==> src/rtl/lbl_align_pkg.sv <==
package lbl_align_pkg;
  localparam int SYM_W      = 2;
  localparam int ERR_W      = 9;
  localparam int LEVEL_STEP = 85;

  function automatic logic [7:0] sym_to_level(input logic [SYM_W-1:0] sym);
    return 8'(LEVEL_STEP * int'(sym));
  endfunction
endpackage

==> src/rtl/lba_cluster_ctr.sv <==
module lba_cluster_ctr #(
  parameter int CLUSTER_LEN = 8
) (
  input  logic clk,
  input  logic rst,
  input  logic grp_valid,
  output logic at_start
);
  localparam int PW = (CLUSTER_LEN > 2) ? $clog2(CLUSTER_LEN) : 1;

  logic [PW-1:0] pos;

  always_ff @(posedge clk) begin
    if (rst) begin
      pos <= '0;
    end else if (grp_valid) begin
      if (pos == PW'(CLUSTER_LEN - 1)) pos <= '0;
      else                             pos <= pos + 1'b1;
    end
  end

  assign at_start = (pos == '0);
endmodule

==> src/rtl/lba_sample_buf.sv <==
module lba_sample_buf #(
  parameter int DATA_W = 60
) (
  input  logic              clk,
  input  logic              rst,
  input  logic              load,
  input  logic              free,
  input  logic [DATA_W-1:0] din,
  output logic              pending,
  output logic [DATA_W-1:0] dout
);
  logic [DATA_W-1:0] store;

  // data register has no reset so it maps to plain storage
  always_ff @(posedge clk) begin
    if (load) store <= din;
  end

  always_ff @(posedge clk) begin
    if (rst)       pending <= 1'b0;
    else if (load) pending <= 1'b1;
    else if (free) pending <= 1'b0;
  end

  assign dout = store;
endmodule

==> src/rtl/lba_err_calc.sv <==
module lba_err_calc
  import lbl_align_pkg::*;
#(
  parameter int NEURONS = 5,
  parameter int ACC_W   = 12
) (
  input  logic [NEURONS*ACC_W-1:0] raw,
  input  logic [NEURONS*SYM_W-1:0] sym,
  output logic [NEURONS*ERR_W-1:0] err
);
  for (genvar k = 0; k < NEURONS; k++) begin : g_lane
    logic [ACC_W-1:0] r;
    logic [7:0]       lvl;
    logic             in_rng;

    assign r      = raw[k*ACC_W +: ACC_W];
    assign lvl    = sym_to_level(sym[k*SYM_W +: SYM_W]);
    // within 0..255 exactly when every bit above bit 7 is clear
    assign in_rng = (r[ACC_W-1:8] == '0);
    assign err[k*ERR_W +: ERR_W] = in_rng ? ({1'b0, r[7:0]} - {1'b0, lvl}) : '0;
  end
endmodule

==> src/rtl/lbl_align_unit.sv <==
module lbl_align_unit
  import lbl_align_pkg::*;
#(
  parameter int NEURONS     = 5,
  parameter int ACC_W       = 12,
  parameter int CLUSTER_LEN = 8,
  parameter int CNT_W       = 16
) (
  input  logic                     clk,
  input  logic                     rst,
  input  logic                     grp_valid,
  input  logic [NEURONS*ACC_W-1:0] grp_raw,
  input  logic                     lbl_valid,
  input  logic                     lbl_bad,
  input  logic [NEURONS*SYM_W-1:0] lbl_sym,
  output logic                     err_valid,
  output logic [NEURONS*ERR_W-1:0] err_vec,
  output logic [CNT_W-1:0]         drop_count
);
  localparam int RAW_W = NEURONS * ACC_W;

  logic             at_start, pending, take, capture;
  logic [RAW_W-1:0] held_raw;
  logic [NEURONS*ERR_W-1:0] err_next;

  lba_cluster_ctr #(.CLUSTER_LEN(CLUSTER_LEN)) u_ctr (
    .clk(clk), .rst(rst), .grp_valid(grp_valid), .at_start(at_start)
  );

  assign take    = pending & lbl_valid;
  assign capture = grp_valid & at_start & (~pending | take);

  lba_sample_buf #(.DATA_W(RAW_W)) u_buf (
    .clk(clk), .rst(rst), .load(capture), .free(take),
    .din(grp_raw), .pending(pending), .dout(held_raw)
  );

  lba_err_calc #(.NEURONS(NEURONS), .ACC_W(ACC_W)) u_calc (
    .raw(held_raw), .sym(lbl_sym), .err(err_next)
  );

  always_ff @(posedge clk) begin
    if (rst) begin
      err_valid  <= 1'b0;
      err_vec    <= '0;
      drop_count <= '0;
    end else begin
      err_valid <= take & ~lbl_bad;
      if (take & ~lbl_bad) err_vec <= err_next;
      if (take & lbl_bad)  drop_count <= drop_count + 1'b1;
    end
  end
endmodule

==> config.mk <==
export PLATFORM = sky130hd
export DESIGN_NAME = lbl_align_unit
export DESIGN_NICKNAME = d
export VERILOG_FILES = /design/src/rtl/lbl_align_pkg.sv /design/src/rtl/lba_cluster_ctr.sv /design/src/rtl/lba_sample_buf.sv /design/src/rtl/lba_err_calc.sv /design/src/rtl/lbl_align_unit.sv
export SDC_FILE = /design/constraint.sdc
export NUM_CORES = 1
export LEC_CHECK = 0
export BUFFER_PORTS_ARGS = -buffer_cell sky130_fd_sc_hd__clkbuf_2
export CAP_MARGIN = 40
export CORE_AREA = 2 2 158 160
export CTS_CLUSTER_DIAMETER = 60
export DETAILED_ROUTE_END_ITERATION = 8
export DIE_AREA = 0 0 160 162
export HOLD_SLACK_MARGIN = 0.05
export SETUP_SLACK_MARGIN = 0.02
export SYNTH_ARGS = -nofsm -noshare
export SYNTH_HDL_FRONTEND = slang
export SYNTH_SLANG_ARGS = --single-unit
==> constraint.sdc <==
create_clock -name clk -period 7.24 [get_ports clk]
set_input_delay 1.448 -clock clk [delete_from_list [all_inputs] [get_ports clk]]
set_output_delay 1.448 -clock clk [all_outputs]
set_load 0.02 [all_outputs]
After elaboration in Yosys (flattened, before gate mapping)
Index checks and enable logic that the tools add are counted.
- register bits: 126
- latch bits: 0
- memory bits (writable): 0
- ROM bits: 0
- input bits: 75
- output and inout bits: 62
- memories kept: 0
- add/subtract/negate cells: 7
- multiply operators: 5
- div/mod/pow operators: 0
- $lt $le $gt $ge: 0
- equal/unequal tests: 1
- shifts and indexed selects: 0
- muxes and demuxes: 8
- bitwise gates (word level): 8
- reductions and logical operators: 7
- operators with widths (operator ; number):
    $mux W9 ; 5
    $sub A8 B8 Y9 ; 5
    $mul A7 B2 Y8 const A ; 5
    $logic_not A4 Y1 ; 5
    $add A16 B1 Y16 const B ; 1
    $and A1 B1 Y1 ; 5
    $add A3 B1 Y3 const B ; 1
    $eq A3 B3 Y1 const B ; 1
    $logic_not A3 Y1 ; 1
    $mux W3 ; 1
    $mux W1 ; 2
    $not A1 Y1 ; 2
    $reduce_bool A2 Y1 ; 1
    $or A1 B1 Y1 ; 1

Depth between registers and ports, before layout
- depth in word-level cells: 4
- depth in mapped cells: 9

Modules after synthesis
A second synthesis with hierarchy kept.
- cells, all modules: 659
- area, all modules: 6449.9 sq um
- by module, submodules not included (module ; times used ; cells each ; area each (sq um) ; sequential area each (sq um)):
    lbl_align_unit ; 1 ; 290 ; 2329.7 ; 1241.2
    lba_err_calc ; 1 ; 290 ; 2123.3 ; 0.0
    lba_sample_buf ; 1 ; 64 ; 1840.5 ; 1821.7
    lba_cluster_ctr ; 1 ; 15 ; 156.4 ; 60.1

Worst setup path after synthesis
Ideal clock, no wire load.
- path type: input to register
- from: input port lbl_valid
- to: register u_buf.store[0], in the netlist u_buf.dout[0], enable pin
- setup time: 485 ps
- arrival: 4242 ps
- data required time: 6755 ps
- setup slack: 2512 ps
- stages on the path: 2
- path through: nand2b_1 nor2b_1
- longest elaborated chain between the ends: 3
- ends and longest elaborated chain (element ; RTL line ; text):
    from (decl) ; lbl_align_unit.sv:13 ; input logic lbl_valid,
    $and A1 B1 Y1 ; lbl_align_unit.sv:30 ; assign take = pending & lbl_valid;
    $or A1 B1 Y1 ; lbl_align_unit.sv:31 ; assign capture = grp_valid & at_start & (~pending | take);
    $and A1 B1 Y1 ; lbl_align_unit.sv:31 ;
    named net capture ; lbl_align_unit.sv:22 ; logic at_start, pending, take, capture;
    to (signal assigned) ; lba_sample_buf.sv:16 ; if (load) store <= din;
    to (decl) ; lba_sample_buf.sv:12 ; logic [DATA_W-1:0] store;
The timed path passes the listed nets, and every way through them passes these cells.
A chain may end at the register's enable or synchronous reset.

Worst setup path in the final report
- from: input port lbl_sym[2]
- to: register err_vec[15]
- longest elaborated chain between the ends: 3
- ends and longest elaborated chain (element ; RTL line ; text):
    from (decl) ; lbl_align_unit.sv:15 ; input logic [NEURONS*SYM_W-1:0] lbl_sym,
    $mul A7 B2 Y8 ; lbl_align_pkg.sv:7 ; return 8'(LEVEL_STEP * int'(sym));
    $sub A8 B8 Y9 ; lba_err_calc.sv:20 ; assign err[k*ERR_W +: ERR_W] = in_rng ? ({1'b0, r[7:0]} - {1'b0, lvl}) : '0;
    $mux W9 ; lba_err_calc.sv:20 ;
    to (signal assigned) ; lbl_align_unit.sv:49 ; if (take & ~lbl_bad) err_vec <= err_next;
    to (decl) ; lbl_align_unit.sv:17 ; output logic [NEURONS*ERR_W-1:0] err_vec,
Every way passes these cells.

==> flow_results.org <==
** Cells and area
- The finished layout holds 1,018 standard cells, fillers aside.
- Cells with a size suffix above 1 make up 26.2% of the layout.
- Diodes inserted :: 0
- Relative to the synthesized area, the layout overhead comes to 26.7%.
- Nets :: 812
- Cell area after layout :: 0.00753 mm²

** Synth
- The synthesized design devotes to its leading area cell type 30.3% of total area.
- For this run, the leading register cell type out of synthesis is sky130_fd_sc_hd__dfxtp_1.
- Number of instances in the synthesized netlist :: 542
- Post-Syn Area per Cell :: 11.0 µm²
- Yosys mapped a number of flops with a built-in enable equal to 60.
- Synth async-reset ratio :: 0%
- Library cell occupying the most area in the post-synthesis netlist :: sky130_fd_sc_hd__edfxtp_1
- Sequential elements use 52.5% of the synthesized area.
- Synthesized net count :: 671
- Number of synthesized register bits :: 126
- Top area cells in the synthesized netlist :: sky130_fd_sc_hd__edfxtp_1 (30%), sky130_fd_sc_hd__dfxtp_1 (22%), sky130_fd_sc_hd__ha_1 (10%)
- The synthesized netlist contains 39 unique library cells.
- The synthesized netlist occupies a cell area of 0.00595 mm².
- During synthesis, Yosys emitted a total of 0 warnings.

** Outcome
- The flow ran to the end, and the final reports show no timing, DRC or antenna violations.

** Hold path
- The tightest min-delay check is of the flip-flop to flip-flop type.

** Setup path
- At the worst endpoint, the required time is 7530 ps.
- At the worst endpoint, the arrival time is 3040 ps.
- Nature of the critical path endpoint :: flip-flop
- In this run the worst path has a maximum fanout of 3.
- By startpoint and endpoint, the worst setup path is classified as input port to flip-flop.
- Startpoint Class :: input port

** GRT
- Number of global-route vias before repair :: 4,345
- Global routing consumed, on the met2 layer, 18.5% of the routing resources.
- Wire length of the first global-routing pass :: 22.0 mm
- In the global route stage, met3 resource usage came out at 3.98%.
- Entering global routing, the biggest net connects 61 pins.
- Met1 Usage GRT :: 12.5%
- The layer flagged by global routing as most heavily used is met2.
- In the global route stage, overall resource usage came out at 10.8%.
- Sum of overflow across all layers after global routing :: 0
- The initial antenna violation count was 0.

** Clock tree
- # H-tree levels :: 4
- The later pin in the worst-skew pair is clocked with a latency of 410 ps.
- In this run the clock root is driven by a sky130_fd_sc_hd__clkbuf_16.
- TritonCTS sink count :: 126
- Number of buffers inserted to repair setup after CTS :: 0
- TritonCTS clock tree :: yes
- Count of hold buffers inserted by post-cts repair :: 0
- Max Root-Sink Buffers :: 2
- Gates resized during post-CTS repair numbered 0.
- After clock tree synthesis, the clock-pin slew on the worst setup and hold paths is 50 ps.
- CTS buffer count :: 17

** STA
- Summed over all failing endpoints, the final setup total negative slack is 0 ps.
- After layout, the minimum clock period comes to 2760 ps.
- For the final database, setup skew stands at 6.49 ps.
- Setup repair after global routing left no endpoint under its margin.
- Maximum achievable frequency :: 362 MHz
- Final hold vios :: 0
- Count of final max-slew check failures :: 0
- Normalized max-slew margin :: 45.3%
- Of the available clock period, the critical path in the final layout requires 38.1%.
- At the pin with the least slew margin, the transition time is 820 ps.
- Setup Viol. Count Final :: 0

** Placed design
- Number of buffers inserted by port buffering :: 136
- Detailed placement finished with a half-perimeter wire length of 10.0 mm.
- Number of instances in the placed design :: 988
- Placer congestion estimate :: 0.801
- The placed instances occupy a cell area of 0.00699 mm².

** Route
- Remaining antenna violation count after routing :: 0
- Summing over every cut layer, the via total after detailed routing is 4,363.
- Drt total wl :: 13.4 mm
- DRC violations left :: 0
- The first TritonRoute pass finished after 4 iterations.
- Via count normalized by instance count :: 4.29
- In the final routed layout, each cell accounts on average for 13.1 µm.
- Initial drt markers :: 186

** Floorplanning
- The initial utilization of the core area, before any placement, comes to 24.7%.
- The core region is 0.0241 mm².
- Vertical extent of the die :: 162 µm
- Total number of placement rows :: 57
- Die footprint :: 0.0259 mm²
- 137 I/O pins were placed.
- The die is 160 µm wide.

** Power and ir drop
- Summed over all cells, the static leakage comes to 3.08 nW.
- Pwr dens :: 239 mW/mm²
- Total power for the finished layout comes to 1.80 mW.
- Max VDD drop :: 0.116 mV

** Job
- Across the run, the number of max-cap violations was 0.
## sequential cells by signal, indices dropped and copies added, names as in the netlist
| signal | flops |
|---|---|
| u_ctr.pos | 3 |
| err_valid | 1 |
| drop_count | 16 |
| u_buf.dout | 60 |
| u_buf.pending | 1 |
| err_vec | 45 |
## where the power goes
part / leakage [nW] / internal (mW) / switching (mW)
sequential: 1.10 / 0.784 / 0.0111
combinational: 1.72 / 0.0883 / 0.121
clock: 0.260 / 0.500 / 0.298
## cell usage after synthesis (all sizes together) (6+ instances only)
master	number
a21oi	38
a22oi	10
buf	7
clkbuf	11
dfxtp	66
edfxtp	60
ha	49
inv	28
nand2	34
nand2b	6
nand3	12
nor2	39
nor2b	7
nor3	15
nor4	8
o211ai	10
o21ai	32
o31ai	10
or3	6
xnor2	10
xor2	23
## layer usage
metal  vias up  wire length [µm]
li1       2266                 -
met1      1994              5940
met2        92              6420
met3        11               854
met4         0               158
met5         -                 0
## final cells by class
cell class,count,area [µm²]
fill,2538,16600
sequential,126,3120
multi-input combinational,370,2640
timing repair buffer,140,718
clock buffer,22,444
tap,324,405
inverter,28,105
clock inverter,8,95.1
## path summary, 6_finish.rpt
path | from | endpoint | slack, ps | cells after the start
max | lbl_sym[2] | err_vec[15]$_SDFFE_PP0P_ | 4480 | 9
max reg2reg | u_buf.dout[12]$_DFFE_PP_ | err_vec[15]$_SDFFE_PP0P_ | 5220 | 9
min | err_vec[31]$_SDFFE_PP0P_ | err_vec[31]$_SDFFE_PP0P_ | 450 | 2
min reg2reg | err_vec[31]$_SDFFE_PP0P_ | err_vec[31]$_SDFFE_PP0P_ | 450 | 2
## logic make-up after synthesis
kind of cell | count (synthesis) | share of synthesized area (%)
AO/OA/AOI/OAI | 130 | 13.7
XOR/XNOR | 33 | 4.86
adder cells (fa/ha/maj) | 54 | 12.0
buffers and inverters | 46 | 3.22
flip-flops | 126 | 52.5
multiplexers | 9 | 1.62
AND/OR/NAND/NOR | 144 | 12.1
## critical path: stages
cell                       delay, ps
sky130_fd_sc_hd__clkbuf_2        120
sky130_fd_sc_hd__ha_1            140
sky130_fd_sc_hd__inv_1            50
sky130_fd_sc_hd__fa_1            430
sky130_fd_sc_hd__a211oi_1        240
sky130_fd_sc_hd__o21ai_0         190
sky130_fd_sc_hd__a21oi_1         200
sky130_fd_sc_hd__xor2_1          150
sky130_fd_sc_hd__o21ai_0          80
## stage by stage
| step | util, % | hold slack [ps] | worst slack (ps) |
|---|---|---|---|
| 6_report | 31.2 | 451 | 4480 |
| 5_1_grt | 31.2 | 460 | 4360 |
| 4_1_cts | 31.2 | 454 | 4530 |
| 3_5_place_dp | 29.0 | 444 | 4090 |
| 3_3_place_gp | 28.9 | 434 | 3800 |
| 2_1_floorplan | - | 470 | 2510 |
## placed cells by master (no fill, tap or decap), types with 4 or more instances in the layout
master / count
sky130_fd_sc_hd__clkbuf_16: 17
sky130_fd_sc_hd__mux2i_1: 4
sky130_fd_sc_hd__nand2_1: 34
sky130_fd_sc_hd__edfxtp_1: 60
sky130_fd_sc_hd__a22oi_1: 10
sky130_fd_sc_hd__o211ai_1: 10
sky130_fd_sc_hd__mux2_2: 5
sky130_fd_sc_hd__ha_1: 49
sky130_fd_sc_hd__a211oi_1: 5
sky130_fd_sc_hd__a31oi_1: 5
sky130_fd_sc_hd__nor4_1: 8
sky130_fd_sc_hd__or3_1: 6
sky130_fd_sc_hd__dfxtp_1: 66
sky130_fd_sc_hd__nand2b_1: 6
sky130_fd_sc_hd__o22ai_1: 5
sky130_fd_sc_hd__clkbuf_2: 136
sky130_fd_sc_hd__o21ai_1: 4
sky130_fd_sc_hd__o21a_1: 5
sky130_fd_sc_hd__a21o_1: 5
sky130_fd_sc_hd__clkbuf_1: 5
sky130_fd_sc_hd__nor3_1: 15
sky130_fd_sc_hd__xor2_1: 23
sky130_fd_sc_hd__o21ai_0: 28
sky130_fd_sc_hd__fa_1: 5
sky130_fd_sc_hd__o31ai_2: 5
sky130_fd_sc_hd__or4_4: 5
sky130_fd_sc_hd__a21oi_1: 38
sky130_fd_sc_hd__clkinv_2: 4
sky130_fd_sc_hd__inv_1: 28
sky130_fd_sc_hd__nand3_1: 12
sky130_fd_sc_hd__nand4_1: 5
sky130_fd_sc_hd__nor2_1: 39
sky130_fd_sc_hd__o31ai_1: 5
sky130_fd_sc_hd__nor2b_1: 5
sky130_fd_sc_hd__xnor2_1: 10
sky130_fd_sc_hd__a21boi_0: 5
Power figures use the tool's default switching activity.
